===== src/rtl/amf_pkg.sv =====
package amf_pkg;

    typedef enum logic [3:0] {
        M_REG  = 4'd0,
        M_IMM  = 4'd1,
        M_DISP = 4'd2,
        M_RIND = 4'd3,
        M_IDX  = 4'd4,
        M_DIR  = 4'd5,
        M_MIND = 4'd6,
        M_AINC = 4'd7,
        M_ADEC = 4'd8,
        M_SCL  = 4'd9
    } amode_e;

    typedef enum logic [2:0] {
        S_IDLE   = 3'd0,
        S_ADDR   = 3'd1,
        S_READ1  = 3'd2,
        S_READ2  = 3'd3,
        S_UPDATE = 3'd4,
        S_WB     = 3'd5
    } fsm_e;

    localparam int unsigned MODE_COUNT = 10;

    function automatic logic mode_legal(input logic [3:0] m);
        return (m < 4'(MODE_COUNT));
    endfunction

    function automatic logic mode_no_mem(input logic [3:0] m);
        return (m == M_REG) || (m == M_IMM);
    endfunction

endpackage


===== src/rtl/amf_agen.sv =====
module amf_agen
    import amf_pkg::*;
#(
    parameter int DW = 16,
    parameter int SW = 2
) (
    input  logic [3:0]    mode,
    input  logic [DW-1:0] base,
    input  logic [DW-1:0] index,
    input  logic [DW-1:0] imm,
    input  logic [SW-1:0] esz,
    output logic [DW-1:0] ea,
    output logic [DW-1:0] base_up,
    output logic [DW-1:0] base_dn
);
    logic [DW-1:0] step;
    logic [DW-1:0] scaled;

    assign step    = DW'(1) << esz;
    assign scaled  = index << esz;
    assign base_up = base + step;
    assign base_dn = base - step;

    always_comb begin
        case (mode)
            M_DISP:  ea = imm + base;
            M_IDX:   ea = base + index;
            M_DIR:   ea = imm;
            M_SCL:   ea = imm + base + scaled;
            default: ea = base;
        endcase
    end
endmodule


===== src/rtl/amf_ctrl.sv =====
module amf_ctrl
    import amf_pkg::*;
#(
    parameter int DW  = 16,
    parameter int RAW = 3,
    parameter int SW  = 2
) (
    input  logic           clk,
    input  logic           rst,
    input  logic           start,
    input  logic [3:0]     mode,
    input  logic [RAW-1:0] rd_idx,
    input  logic [RAW-1:0] rb_idx,
    input  logic [RAW-1:0] rx_idx,
    input  logic [DW-1:0]  imm,
    input  logic [SW-1:0]  esize,
    output logic [3:0]     mode_q,
    output logic [RAW-1:0] rd_q,
    output logic [RAW-1:0] rb_q,
    output logic [RAW-1:0] rx_q,
    output logic [DW-1:0]  imm_q,
    output logic [SW-1:0]  esz_q,
    input  logic [DW-1:0]  ea,
    input  logic [DW-1:0]  base_val,
    input  logic [DW-1:0]  dest_val,
    input  logic [DW-1:0]  base_up,
    input  logic [DW-1:0]  base_dn,
    input  logic [DW-1:0]  mem_rdata,
    output logic           mem_re,
    output logic [DW-1:0]  mem_addr,
    output logic           rf_we,
    output logic [RAW-1:0] rf_waddr,
    output logic [DW-1:0]  rf_wdata,
    output logic           done,
    output logic           err
);
    fsm_e          state;
    logic          upd_done;
    logic [DW-1:0] opnd;
    logic          legal;
    logic          adec_wait;

    assign legal     = mode_legal(mode_q);
    assign adec_wait = (mode_q == M_ADEC) && !upd_done;

    always_ff @(posedge clk) begin
        if (rst) begin
            state    <= S_IDLE;
            upd_done <= 1'b0;
            opnd     <= '0;
            done     <= 1'b0;
            err      <= 1'b0;
            mode_q   <= '0;
            rd_q     <= '0;
            rb_q     <= '0;
            rx_q     <= '0;
            imm_q    <= '0;
            esz_q    <= '0;
        end else begin
            done <= 1'b0;
            err  <= 1'b0;
            case (state)
                S_IDLE: begin
                    if (start) begin
                        mode_q   <= mode;
                        rd_q     <= rd_idx;
                        rb_q     <= rb_idx;
                        rx_q     <= rx_idx;
                        imm_q    <= imm;
                        esz_q    <= esize;
                        upd_done <= 1'b0;
                        state    <= S_ADDR;
                    end
                end
                S_ADDR: begin
                    if (!legal) begin
                        done  <= 1'b1;
                        err   <= 1'b1;
                        state <= S_IDLE;
                    end else if (mode_q == M_REG) begin
                        opnd  <= base_val;
                        state <= S_WB;
                    end else if (mode_q == M_IMM) begin
                        opnd  <= imm_q;
                        state <= S_WB;
                    end else if (adec_wait) begin
                        state <= S_UPDATE;
                    end else begin
                        state <= S_READ1;
                    end
                end
                S_READ1: begin
                    if (mode_q == M_MIND) begin
                        state <= S_READ2;
                    end else begin
                        opnd  <= mem_rdata;
                        state <= (mode_q == M_AINC) ? S_UPDATE : S_WB;
                    end
                end
                S_READ2: begin
                    opnd  <= mem_rdata;
                    state <= S_WB;
                end
                S_UPDATE: begin
                    upd_done <= 1'b1;
                    state    <= (mode_q == M_AINC) ? S_WB : S_ADDR;
                end
                S_WB: begin
                    done  <= 1'b1;
                    state <= S_IDLE;
                end
                default: state <= S_IDLE;
            endcase
        end
    end

    always_comb begin
        mem_re   = 1'b0;
        mem_addr = ea;
        if (state == S_ADDR && legal && !mode_no_mem(mode_q) && !adec_wait) begin
            mem_re = 1'b1;
        end else if (state == S_READ1 && mode_q == M_MIND) begin
            mem_re   = 1'b1;
            mem_addr = mem_rdata;
        end
    end

    always_comb begin
        rf_we    = 1'b0;
        rf_waddr = rd_q;
        rf_wdata = dest_val + opnd;
        if (state == S_UPDATE) begin
            rf_we    = 1'b1;
            rf_waddr = rb_q;
            rf_wdata = (mode_q == M_AINC) ? base_up : base_dn;
        end else if (state == S_WB) begin
            rf_we = 1'b1;
        end
    end

    // Assertions next to the sequencing they guard
    AST_REG_IMM_NO_READ: assert property (@(posedge clk) disable iff (rst)
        (state != S_IDLE && mode_no_mem(mode_q)) |-> !mem_re);
    AST_MIND_TWO_READS: assert property (@(posedge clk) disable iff (rst)
        (state == S_READ2) |-> ($past(mem_re, 1) && $past(mem_re, 2)));
    AST_AINC_READ_THEN_UPDATE: assert property (@(posedge clk) disable iff (rst)
        (rf_we && state == S_UPDATE && mode_q == M_AINC) |-> $past(state) == S_READ1);
    AST_ADEC_UPDATE_THEN_READ: assert property (@(posedge clk) disable iff (rst)
        (mem_re && mode_q == M_ADEC) |-> $past(rf_we));
    AST_ILLEGAL_QUIET: assert property (@(posedge clk) disable iff (rst)
        (state == S_ADDR && !legal) |-> (!rf_we && !mem_re));
    AST_DONE_PULSE: assert property (@(posedge clk) disable iff (rst)
        done |=> !done);
    AST_BUSY_HOLDS_FIELDS: assert property (@(posedge clk) disable iff (rst)
        (state != S_IDLE) |=> $stable(mode_q) || $past(state) == S_IDLE);
    AST_NO_READ_WHILE_WRITE: assert property (@(posedge clk) disable iff (rst)
        mem_re |-> !rf_we);
endmodule


===== src/rtl/addr_mode_adder.sv =====
module addr_mode_adder
    import amf_pkg::*;
#(
    parameter int DW   = 16,
    parameter int NREG = 8,
    parameter int SW   = 2,
    localparam int RAW = $clog2(NREG)
) (
    input  logic           clk,
    input  logic           rst,
    input  logic           start,
    input  logic [3:0]     mode,
    input  logic [RAW-1:0] rd_idx,
    input  logic [RAW-1:0] rb_idx,
    input  logic [RAW-1:0] rx_idx,
    input  logic [DW-1:0]  imm,
    input  logic [SW-1:0]  esize,
    output logic           done,
    output logic           err,
    output logic [RAW-1:0] rf_b_addr,
    input  logic [DW-1:0]  rf_b_data,
    output logic [RAW-1:0] rf_x_addr,
    input  logic [DW-1:0]  rf_x_data,
    output logic [RAW-1:0] rf_d_addr,
    input  logic [DW-1:0]  rf_d_data,
    output logic           rf_we,
    output logic [RAW-1:0] rf_waddr,
    output logic [DW-1:0]  rf_wdata,
    output logic           mem_re,
    output logic [DW-1:0]  mem_addr,
    input  logic [DW-1:0]  mem_rdata
);
    logic [3:0]     mode_q;
    logic [RAW-1:0] rd_q, rb_q, rx_q;
    logic [DW-1:0]  imm_q;
    logic [SW-1:0]  esz_q;
    logic [DW-1:0]  ea, base_up, base_dn;

    assign rf_b_addr = rb_q;
    assign rf_x_addr = rx_q;
    assign rf_d_addr = rd_q;

    amf_agen #(.DW(DW), .SW(SW)) u_agen (
        .mode    (mode_q),
        .base    (rf_b_data),
        .index   (rf_x_data),
        .imm     (imm_q),
        .esz     (esz_q),
        .ea      (ea),
        .base_up (base_up),
        .base_dn (base_dn)
    );

    amf_ctrl #(.DW(DW), .RAW(RAW), .SW(SW)) u_ctrl (
        .clk       (clk),
        .rst       (rst),
        .start     (start),
        .mode      (mode),
        .rd_idx    (rd_idx),
        .rb_idx    (rb_idx),
        .rx_idx    (rx_idx),
        .imm       (imm),
        .esize     (esize),
        .mode_q    (mode_q),
        .rd_q      (rd_q),
        .rb_q      (rb_q),
        .rx_q      (rx_q),
        .imm_q     (imm_q),
        .esz_q     (esz_q),
        .ea        (ea),
        .base_val  (rf_b_data),
        .dest_val  (rf_d_data),
        .base_up   (base_up),
        .base_dn   (base_dn),
        .mem_rdata (mem_rdata),
        .mem_re    (mem_re),
        .mem_addr  (mem_addr),
        .rf_we     (rf_we),
        .rf_waddr  (rf_waddr),
        .rf_wdata  (rf_wdata),
        .done      (done),
        .err       (err)
    );

    AST_RESET_QUIET: assert property (@(posedge clk)
        $past(rst) |-> (!done && !err && !rf_we && !mem_re));
endmodule


===== config.mk =====
export PLATFORM = sky130hd
export DESIGN_NAME = addr_mode_adder
export DESIGN_NICKNAME = d
export VERILOG_FILES = /design/src/rtl/amf_pkg.sv /design/src/rtl/amf_agen.sv /design/src/rtl/amf_ctrl.sv /design/src/rtl/addr_mode_adder.sv
export SDC_FILE = /design/constraint.sdc
export NUM_CORES = 1
export LEC_CHECK = 0
export BUFFER_PORTS_ARGS = -buffer_cell sky130_fd_sc_hd__buf_2
export CORE_MARGIN = 3
export CORE_UTILIZATION = 44
export DETAILED_ROUTE_END_ITERATION = 8
export GPL_TIMING_DRIVEN = 0
export PLACE_DENSITY = 0.67
export SETUP_SLACK_MARGIN = 0.1
export SYNTH_ARGS = -nofsm -noshare
export SYNTH_HDL_FRONTEND = slang
export SYNTH_SLANG_ARGS = --single-unit

===== constraint.sdc =====
create_clock -name clk -period 6.3 [get_ports clk]
set_input_delay 1.26 -clock clk [delete_from_list [all_inputs] [get_ports clk]]
set_output_delay 1.26 -clock clk [all_outputs]
set_load 0.01 [all_outputs]

-- Word level (Yosys, flattened, before mapping)
Cells that the tools add are included.
- memories kept: 0
- ROM bits: 0
- input bits: 98
- latch bits: 0
- bits in writable memories: 0
- bits in registers: 53
- bitwise operators: 1
- $add $sub $neg: 6
- multiplexer cells: 28
- order comparisons: 1
- equal/unequal tests: 17
- divide/modulo/power cells: 0
- multiply operators: 0
- shifts and indexed selects: 2
- reductions and logical operators: 17
- operators with widths (kind ; number):
    16-bit two-way mux ; 8
    16-bit adder ; 5
    16-bit case mux with 4 select lines ; 1
    16-bit case mux with 3 select lines ; 1
    3-bit two-way mux ; 8
    4-bit by 3-bit == test with 1-bit output, second input constant ; 4
    1-bit by 2-bit << shifter with 16-bit output, first input constant ; 1
    16-bit by 2-bit << shifter with 16-bit output ; 1
    16-bit subtractor ; 1
    3-bit case mux with 5 select lines ; 1
    4-bit == test, second input constant ; 2
    1-bit two-way mux ; 7
    3-bit by 2-bit == test with 1-bit output, second input constant ; 2
    3-bit == test, second input constant ; 2
    1-bit logical AND ; 5
    4-bit by 1-bit == test with 1-bit output, second input constant ; 1
    4-bit by 2-bit == test with 1-bit output, second input constant ; 1
    4-bit logical NOT ; 1
    4-bit less-than comparator, second input constant ; 1
    2-bit inequality test, second input constant ; 2
    1-bit case mux with 2 select lines ; 2
    2-bit AND reduction ; 2
    4-bit AND reduction ; 1
    3-bit by 1-bit == test with 1-bit output, second input constant ; 1
    other kinds (9) ; 11

-- Longest topological paths before layout
Gate-level depths: netlist (run 1).
- word-level depth: 7
- depth in mapped cells: 16

-- Hierarchy
Synthesis (run 1) repeated with hierarchy kept, for this count alone.
- cell total of the unflattened synthesis: 967
- area, all modules: 7270.7 um2
- by module, submodules not included (module ; seq. area each (um2) ; times used ; area each (um2) ; cells an instance):
    amf_agen ; 0.0 ; 1 ; 3672.3 ; 502
    amf_ctrl ; 1061.0 ; 1 ; 3598.5 ; 465

-- Worst setup path before layout (run 1)
No wires, ideal clock.
- path kind: input to output
- start: input port rf_b_data[0]
- end: output port mem_addr[15]
- setup slack: 714 ps
- data required time: 5040 ps
- buffers on the path: 0
- data arrival time: 4326 ps
- stages on the path: 15
- path through: ha_1 > fa_1 > a211oi_1 > o21ai_1 > a21oi_1 > xnor2_1 > ha_1 > nand2_1 > nor3_1 > a211o_1 > a21o_1 > a31oi_1 > o21ai_0 > xnor2_1 > o2111ai_1
- cells in the longest elaborated chain, start to end: 5
- elaborated cells between the ends (all ways): 6
- classes of those cells: add/sub (3); mux (3)
- RTL lines (what ; line ; source):
    from (decl) ; addr_mode_adder.sv:21 ; input logic [DW-1:0] rf_b_data,
    16-bit adder ; amf_agen.sv:26, amf_agen.sv:29 ;
    16-bit adder ; amf_agen.sv:29 ; M_SCL: ea = imm + base + scaled;
    16-bit case mux with 4 select lines (*) ; amf_agen.sv:25 ; case (mode)
    16-bit two-way mux ; amf_ctrl.sv:122 ; end else if (state == S_READ1 && mode_q == M_MIND) begin
    16-bit two-way mux (*) ; amf_ctrl.sv:120 ; if (state == S_ADDR && legal && !mode_no_mem(mode_q) && !adec_wait) begin
    to (decl) ; addr_mode_adder.sv:30 ; output logic [DW-1:0] mem_addr,
Every way passes the cells marked *; elsewhere a longest branch is shown, timed or not.

-- Worst setup path after layout (run 1)
- start: input port rf_b_data[1]
- end: output port mem_addr[15]
The elaborated chain is that of the path after synthesis.

==> results of run 1 <==
## timing repair
item / 4_1_cts / 5_1_grt
gates resized for setup: 6 / 11
pin swaps: 0 / 7
buffers inserted: 0 / 3
setup endpoints to repair: 1 / 7
## kinds of logic after synthesis
kind of cell	after synthesis
AO/OA/AOI/OAI	295
XOR/XNOR	64
adder cells (fa/ha/maj)	81
buffers and inverters	63
flip-flops	53
multiplexers	55
AND/OR/NAND/NOR	300
## cells in the mapped netlist, types with 4 or more instances
library cell	count
a21oi_1	94
o31ai_1	5
nor3_1	23
nand2b_1	18
o21a_1	11
a211o_1	5
nand2_1	122
a22oi_1	9
inv_1	16
nor2b_1	14
o21ai_0	71
buf_2	5
dfxtp_1	53
nand4b_1	4
mux2_2	4
o21bai_1	5
or3_1	9
ha_1	76
mux4_2	11
nor2_1	68
xnor2_1	44
and3_1	7
fa_1	5
o211ai_1	4
clkbuf_1	36
o21ai_1	6
a221oi_1	7
xor2_1	20
a31oi_1	10
mux2i_1	40
o41ai_2	4
or2_2	4
a211oi_1	13
nand3_1	18
a21o_1	15
## metal layers
metal  share of wire (%)  up-vias  track usage, %
li1                    -     3667               -
met1                  46     3397            36.2
met2                  43      319            39.6
met3                 8.3       44            5.44
met4                 2.2        2            5.60
met5               0.079        -               0
## worst register-to-register path, cell delays in order (launching register included)
cell	delay (ps)
dfxtp_1	300
buf_2	160
nor4_4	660
buf_4	350
mux2i_1	210
o21ai_0	130
mux2i_1	200
nor2_1	50
## final timing paths
check / to / slack, ps / cells past startpoint
setup / recovery: mem_addr[15] / 190 / 18
hold / removal: u_ctrl.rx_q[2] / 460 / 2
hold reg to reg: u_ctrl.rx_q[2] / 460 / 2
setup reg to reg: u_ctrl.opnd[7] / 4130 / 7
## registers in the layout, indices dropped and copies added, names as in the netlist
name,flops
u_ctrl.rb_q,3
u_ctrl.done,1
u_ctrl.mode_q,4
u_ctrl.imm_q,16
u_ctrl.esz_q,2
u_ctrl.upd_done,1
u_ctrl.rd_q,3
u_ctrl.state,3
u_ctrl.rx_q,3
u_ctrl.err,1
u_ctrl.opnd,16
## power groups by stage
| stage | combinational (uW) | clock, uW | sequential [uW] |
|---|---|---|---|
| 6_report | 1020 | 312 | 392 |
| 5_1_grt | 1130 | 327 | 396 |
| 4_1_cts | 1000 | 314 | 391 |
| 3_5_place_dp | 993 | 0 | 399 |
| 3_3_place_gp | 986 | 0 | 399 |
| 2_1_floorplan | 723 | 0 | 392 |
## cell type report
cell class                 instances  area, um^2  share of cell area (%)
multi-input combinational        795        5690                    69.7
sequential                        53        1060                    13.0
timing repair buffer             146         741                    9.06
tap                              211         264                    3.23
buffer                            47         194                    2.37
clock buffer                       5         125                    1.53
inverter                          16        60.1                   0.735
clock inverter                     2        35.0                   0.429
## stage by stage
stage | instance area, um^2 | util, % | setup WS [ps] | setup TNS (ps)
finish | 8170 | 53.4 | 186 | 0
global route | 8170 | 53.4 | -39.4 | -39.4
CTS | 8100 | 52.9 | 152 | 0
detailed placement | 7920 | 51.7 | -45.2 | -45.2
global placement | 7920 | 51.7 | -77.4 | -77.4
floorplan | 6940 | - | 714 | 0
==> metrics.cfg, run 1 <==
[status]
status = finished, final reports clean

[power_and_ir_drop]
pwr-share-seq_pct = 22.7
netSwitchingPower_uw = 738
total_power_uw = 1730
irDropWorstVdd_mv = 0.119
clkPwrFrac_pct = 18.1
power_density_nw_per_um2 = 211
switching_share_pct = 42.7
internal_power_uw = 989
power.leakage_uw = 0.00354
combPwrFrac_pct = 59.2

[yosys]
netlist_instances = 911
synth_area_um2 = 6940
synth_seq_cells = 53
synth-xor-area-share_pct = 8.08
synthSimpleGateAreaFrac_pct = 20.1
ys_warn_count = 0
synth_mux_area_share_pct = 9.99
synthArstFlopShare_pct = 0
synth_edf_count = 0
synth_compound_area_share_pct = 27.7
synth_top_family_by_area = compound AO/OA/AOI/OAI gates
syn_avg_cell_area_um2 = 7.62
synthTopCellsByArea = dfxtp_1, ha_1, a21oi_1, nand2_1, mux2i_1
yosysTopAreaCellShare_pct = 15.3
ys.flop_type = dfxtp_1
ys_types = 71
synthesis.nets = 1090
synth_top_area_cell = dfxtp_1
synth_fa_ha_area_share_pct = 15.1
ys_seq_area_share_pct = 15.3

[clocking]
clk_pin_slew_ps = 70
cts_hold_buf = 0
clock_latency_ps = 300
cts_sinks = 53
clock_path_buffers = 2
h-tree-depth = 2
numCtsBuffers = 5
cts_tree = built
root_buffer = clkbuf_16

[setup_path]
crit_type = input pin to output pin
startpoint = rf_b_data[1]
worstPathRequired_ps = 5040
path_buf_inv = 2
path_cells = buf_4 -> ha_1 -> a21oi_2 -> o211ai_2 -> o41ai_4 -> nand2b_1 -> a21oi_2 -> xnor2_1 -> ha_1 -> nand2_1 -> nor3_1 -> a211o_1 -> a21o_1 -> a31oi_2 -> o21ai_1 -> xnor2_1 -> o2111ai_2 -> buf_2
cpPeakStageDelay_ps = 370
crit_family = compound AO/OA/AOI/OAI gates
worstSetupEndpointType = output pin
reg2reg_from = u_ctrl.mode_q[2]
cp_max_fo = 8
startpoint_type = input pin
arrival_ps = 4850
slowest_stage = o41ai_4

[detailed_routing]
drtPass1Iterations = 5
vias_per_cell = 5.83
avgRoutedWirePerCell_um = 17.8
drtAntennaViolNets = 0
finalWirelength_mm = 22.7
drtIter0Drc = 642
num_vias = 7429
drc_errors = 0

[die]
start_util_pct = 45.3
design.portCount = 146
core_region_area_um2 = 15300
die_h_um = 132
dieWidth_um = 132
num_rows = 45
dieArea_um2 = 17300

[global_routing]
grt_pass1_vias = 6906
grt_pass1_wl_mm = 36.1
grt_usage_pct = 25.5
grt_max_degree = 16
antenna_found_initial = 1
overflow = 0

[timing]
skew_ps = 6.16
slew_headroom_pct = 28.8
whs_ps = 456
worst_slew_pin_slew_ps = 1060
max_freq_mhz = 164
fin_crit_sh_pct = 97.0
rsz0062_at_grt = true
setup_viol = 0
min_period_ps = 6110
slew_violations = 0
final-hold-violation-count = 0

[job]
timing.max_cap.violations = 0

[finish]
stdcell_count = 1275
fillCellCount = 1565
syn2layout_area_growth_pct = 17.8
final_cell_mix = buf_2, nand2_1, a21oi_1
diodes = 0
drive_above_1_share_pct = 20.1
nNetsFinal = 1243
layout_commonest_cell = buf_2

[min_path]
min-delay-start = u_ctrl.rx_q[2]
hp-class = flip-flop to flip-flop

[placed_design]
port_buffers = 143
dp.cells = 1265
post-dp-hpwl_mm = 18.8
gp_congestion = 0.934

No activity file was read; power rests on OpenSTA's default activity.
==> run 2: changes to the inputs <==
==> constraint.sdc (replaced) <==
create_clock -name clk -period 6.2 [get_ports clk]
set_input_delay 1.24 -clock clk [delete_from_list [all_inputs] [get_ports clk]]
set_output_delay 1.24 -clock clk [all_outputs]
set_load 0.01 [all_outputs]
==> run 2 against run 1 <==
  * Sequential cell count unchanged
  * Power increased by 1.8%
  * First-iteration DRC count increased by 3.9%
  * Non-clock buffer count unchanged
  * Worst setup slack got worse by 23 ps
==> metrics.cfg, run 2 (synthesized netlist as in run 1, its figures left out) <==
[die]
die_h_um = 132  ; unchanged
design.portCount = 146  ; unchanged
dieArea_um2 = 17300  ; unchanged
dieWidth_um = 132  ; unchanged
num_rows = 45  ; unchanged
start_util_pct = 45.3  ; unchanged
core_region_area_um2 = 15300  ; unchanged

[detailed_routing]
drc_errors = 0  ; unchanged
drtAntennaViolNets = 0  ; unchanged
finalWirelength_mm = 22.6  ; -0.15%
drtPass1Iterations = 5  ; unchanged
drtIter0Drc = 667  ; +3.9%
avgRoutedWirePerCell_um = 17.8  ; -0.15%
num_vias = 7415  ; -0.19%
vias_per_cell = 5.82  ; -0.19%

[global_routing]
grt_pass1_wl_mm = 36.1  ; unchanged
grt_max_degree = 16  ; unchanged
grt_pass1_vias = 6906  ; unchanged
overflow = 0  ; unchanged
grt_usage_pct = 25.5  ; unchanged
antenna_found_initial = 1  ; unchanged

[finish]
drive_above_1_share_pct = 20.3  ; +0.19 points
nNetsFinal = 1243  ; unchanged
final_core_util_pct = 53.4  ; +0.065 points
reg.largest.list = u_ctrl.imm_q (16), u_ctrl.opnd (16), u_ctrl.mode_q (4)
fillCellCount = 1560  ; -0.32%
syn2layout_area_growth_pct = 17.9
stdcell_count = 1275  ; unchanged
diodes = 0  ; unchanged
layout_commonest_cell = buf_2
final_cell_mix = buf_2, nand2_1, a21oi_1

[placed_design]
gp_congestion = 0.934  ; unchanged
post-dp-hpwl_mm = 18.8  ; unchanged
pre_cts_ws_ps = -105  ; -60.0 ps
dp.cells = 1265  ; unchanged
port_buffers = 143  ; unchanged

[timing]
skew_ps = 4.66  ; -1.50 ps
fin_crit_sh_pct = 97.4
setup_viol = 0  ; unchanged
whs_ps = 456  ; -0.0160 ps
min_period_ps = 6040
final-hold-violation-count = 0  ; unchanged
rsz0062_at_grt = true
slew_violations = 0  ; unchanged
worst_slack_ps = 164  ; -22.7 ps
slew_headroom_pct = 30.5  ; +1.6 points
worst_slew_pin_slew_ps = 1040  ; -24.5 ps
max_freq_mhz = 166

[setup_path]
worstSetupEndpointType = output pin
cpPeakStageDelay_ps = 360  ; about the same
slowest_stage = o41ai_4
path_cells = buf_4 -> ha_1 -> a21oi_2 -> o211ai_2 -> o41ai_4 -> nand2b_1 -> a21oi_2 -> xnor2_1 -> ha_1 -> nand2_2 -> o21ai_0 -> a211o_1 -> a21o_1 -> a31oi_2 -> o21ai_1 -> xnor2_1 -> o2111ai_2 -> buf_2
crit_type = input pin to output pin
worstPathRequired_ps = 4960  ; -80 ps
startpoint_type = input pin
arrival_ps = 4800  ; -50 ps
cp_max_fo = 8  ; unchanged

[min_path]
hp-class = flip-flop to flip-flop

[clocking]
cts_tree = built
clk_pin_slew_ps = 70  ; about the same
cts_sinks = 53  ; unchanged
clock_latency_ps = 300  ; about the same
clock_path_buffers = 2  ; unchanged
root_buffer = clkbuf_16
numCtsBuffers = 5  ; unchanged
h-tree-depth = 2  ; unchanged

[power_and_ir_drop]
power_density_nw_per_um2 = 215  ; +1.6%
power.leakage_uw = 0.00355  ; +0.19%
irDropWorstVdd_mv = 0.120  ; +0.72%

[status]
status = finished, final reports clean

[job]
timing.max_cap.violations = 0  ; unchanged

[run 2: changes by cell type in the layout (fill, tap and decap cells not counted)]
cell     before  now
nor2b_2       1    0
ha_2          1    2
nand2_2       0    1
nand2_1     122  121
nor2b_4       0    1
ha_1         75   74
[run 2: per-stage QoR]
step / TNS (ps) / power (uW) / cell area (um^2)
after floorplan: 0 / 1130 / 6940
after global placement: -137 / 1410 / 7920
after detailed placement: -105 / 1410 / 7920
after CTS: 0 / 1730 / 8100
after global routing: -47.2 / 1890 / 8180
final: 0 / 1760 / 8180
[run 2: power by group]
group | switching, uW | internal, uW
logic | 595 | 448
clock network | 129 | 188
registers | 27.2 | 371
[run 2: critical path, delay by kind of cell]
kind | cells | cell delay, ps
AND/OR/NAND/NOR | 2 | 230
AO/OA/AOI/OAI | 10 | 2040
buffers and inverters | 2 | 330
adder cells (fa/ha/maj) | 2 | 640
XOR/XNOR | 2 | 320
[run 2: area by class of cell]
cell class,instances,area (um^2),area share [%]
repair buffers,146,741,9.05
flip-flops and latches,53,1060,13.0
multi-input cells,795,5700,69.7
clock inverters,2,35.0,0.428
clock buffers,5,125,1.53
plain buffers,47,194,2.37
inverters,16,60.1,0.734
well taps,211,264,3.23
[run 2: worst paths after layout]
check | startpoint | endpoint | slack [ps] | depth (start not counted)
worst max-delay path | rf_b_data[1] | mem_addr[15] | 160 | 18
worst min-delay path | u_ctrl.rx_q[2] | u_ctrl.rx_q[2] | 460 | 2
worst max register to register | u_ctrl.mode_q[2] | u_ctrl.opnd[7] | 4020 | 7
worst min register to register | u_ctrl.rx_q[2] | u_ctrl.rx_q[2] | 460 | 2
[run 2: repair_timing]
item | in CTS | in global routing
hold buffers | 0 | 0
setup buffers | 0 | 3
endpoints found under the setup margin | 3 | 10
gates cloned | 0 | 0
resized for setup | 6 | 14
pin swaps | 0 | 8
[run 2: routing by layer]
layer | up-vias | GRT usage, % | wire, um
met2 | 307 | 39.6 | 9920
met3 | 37 | 5.44 | 1830
met4 | 2 | 5.60 | 441
met1 | 3412 | 36.2 | 10400
li1 | 3657 | - | -
met5 | - | 0 | 18
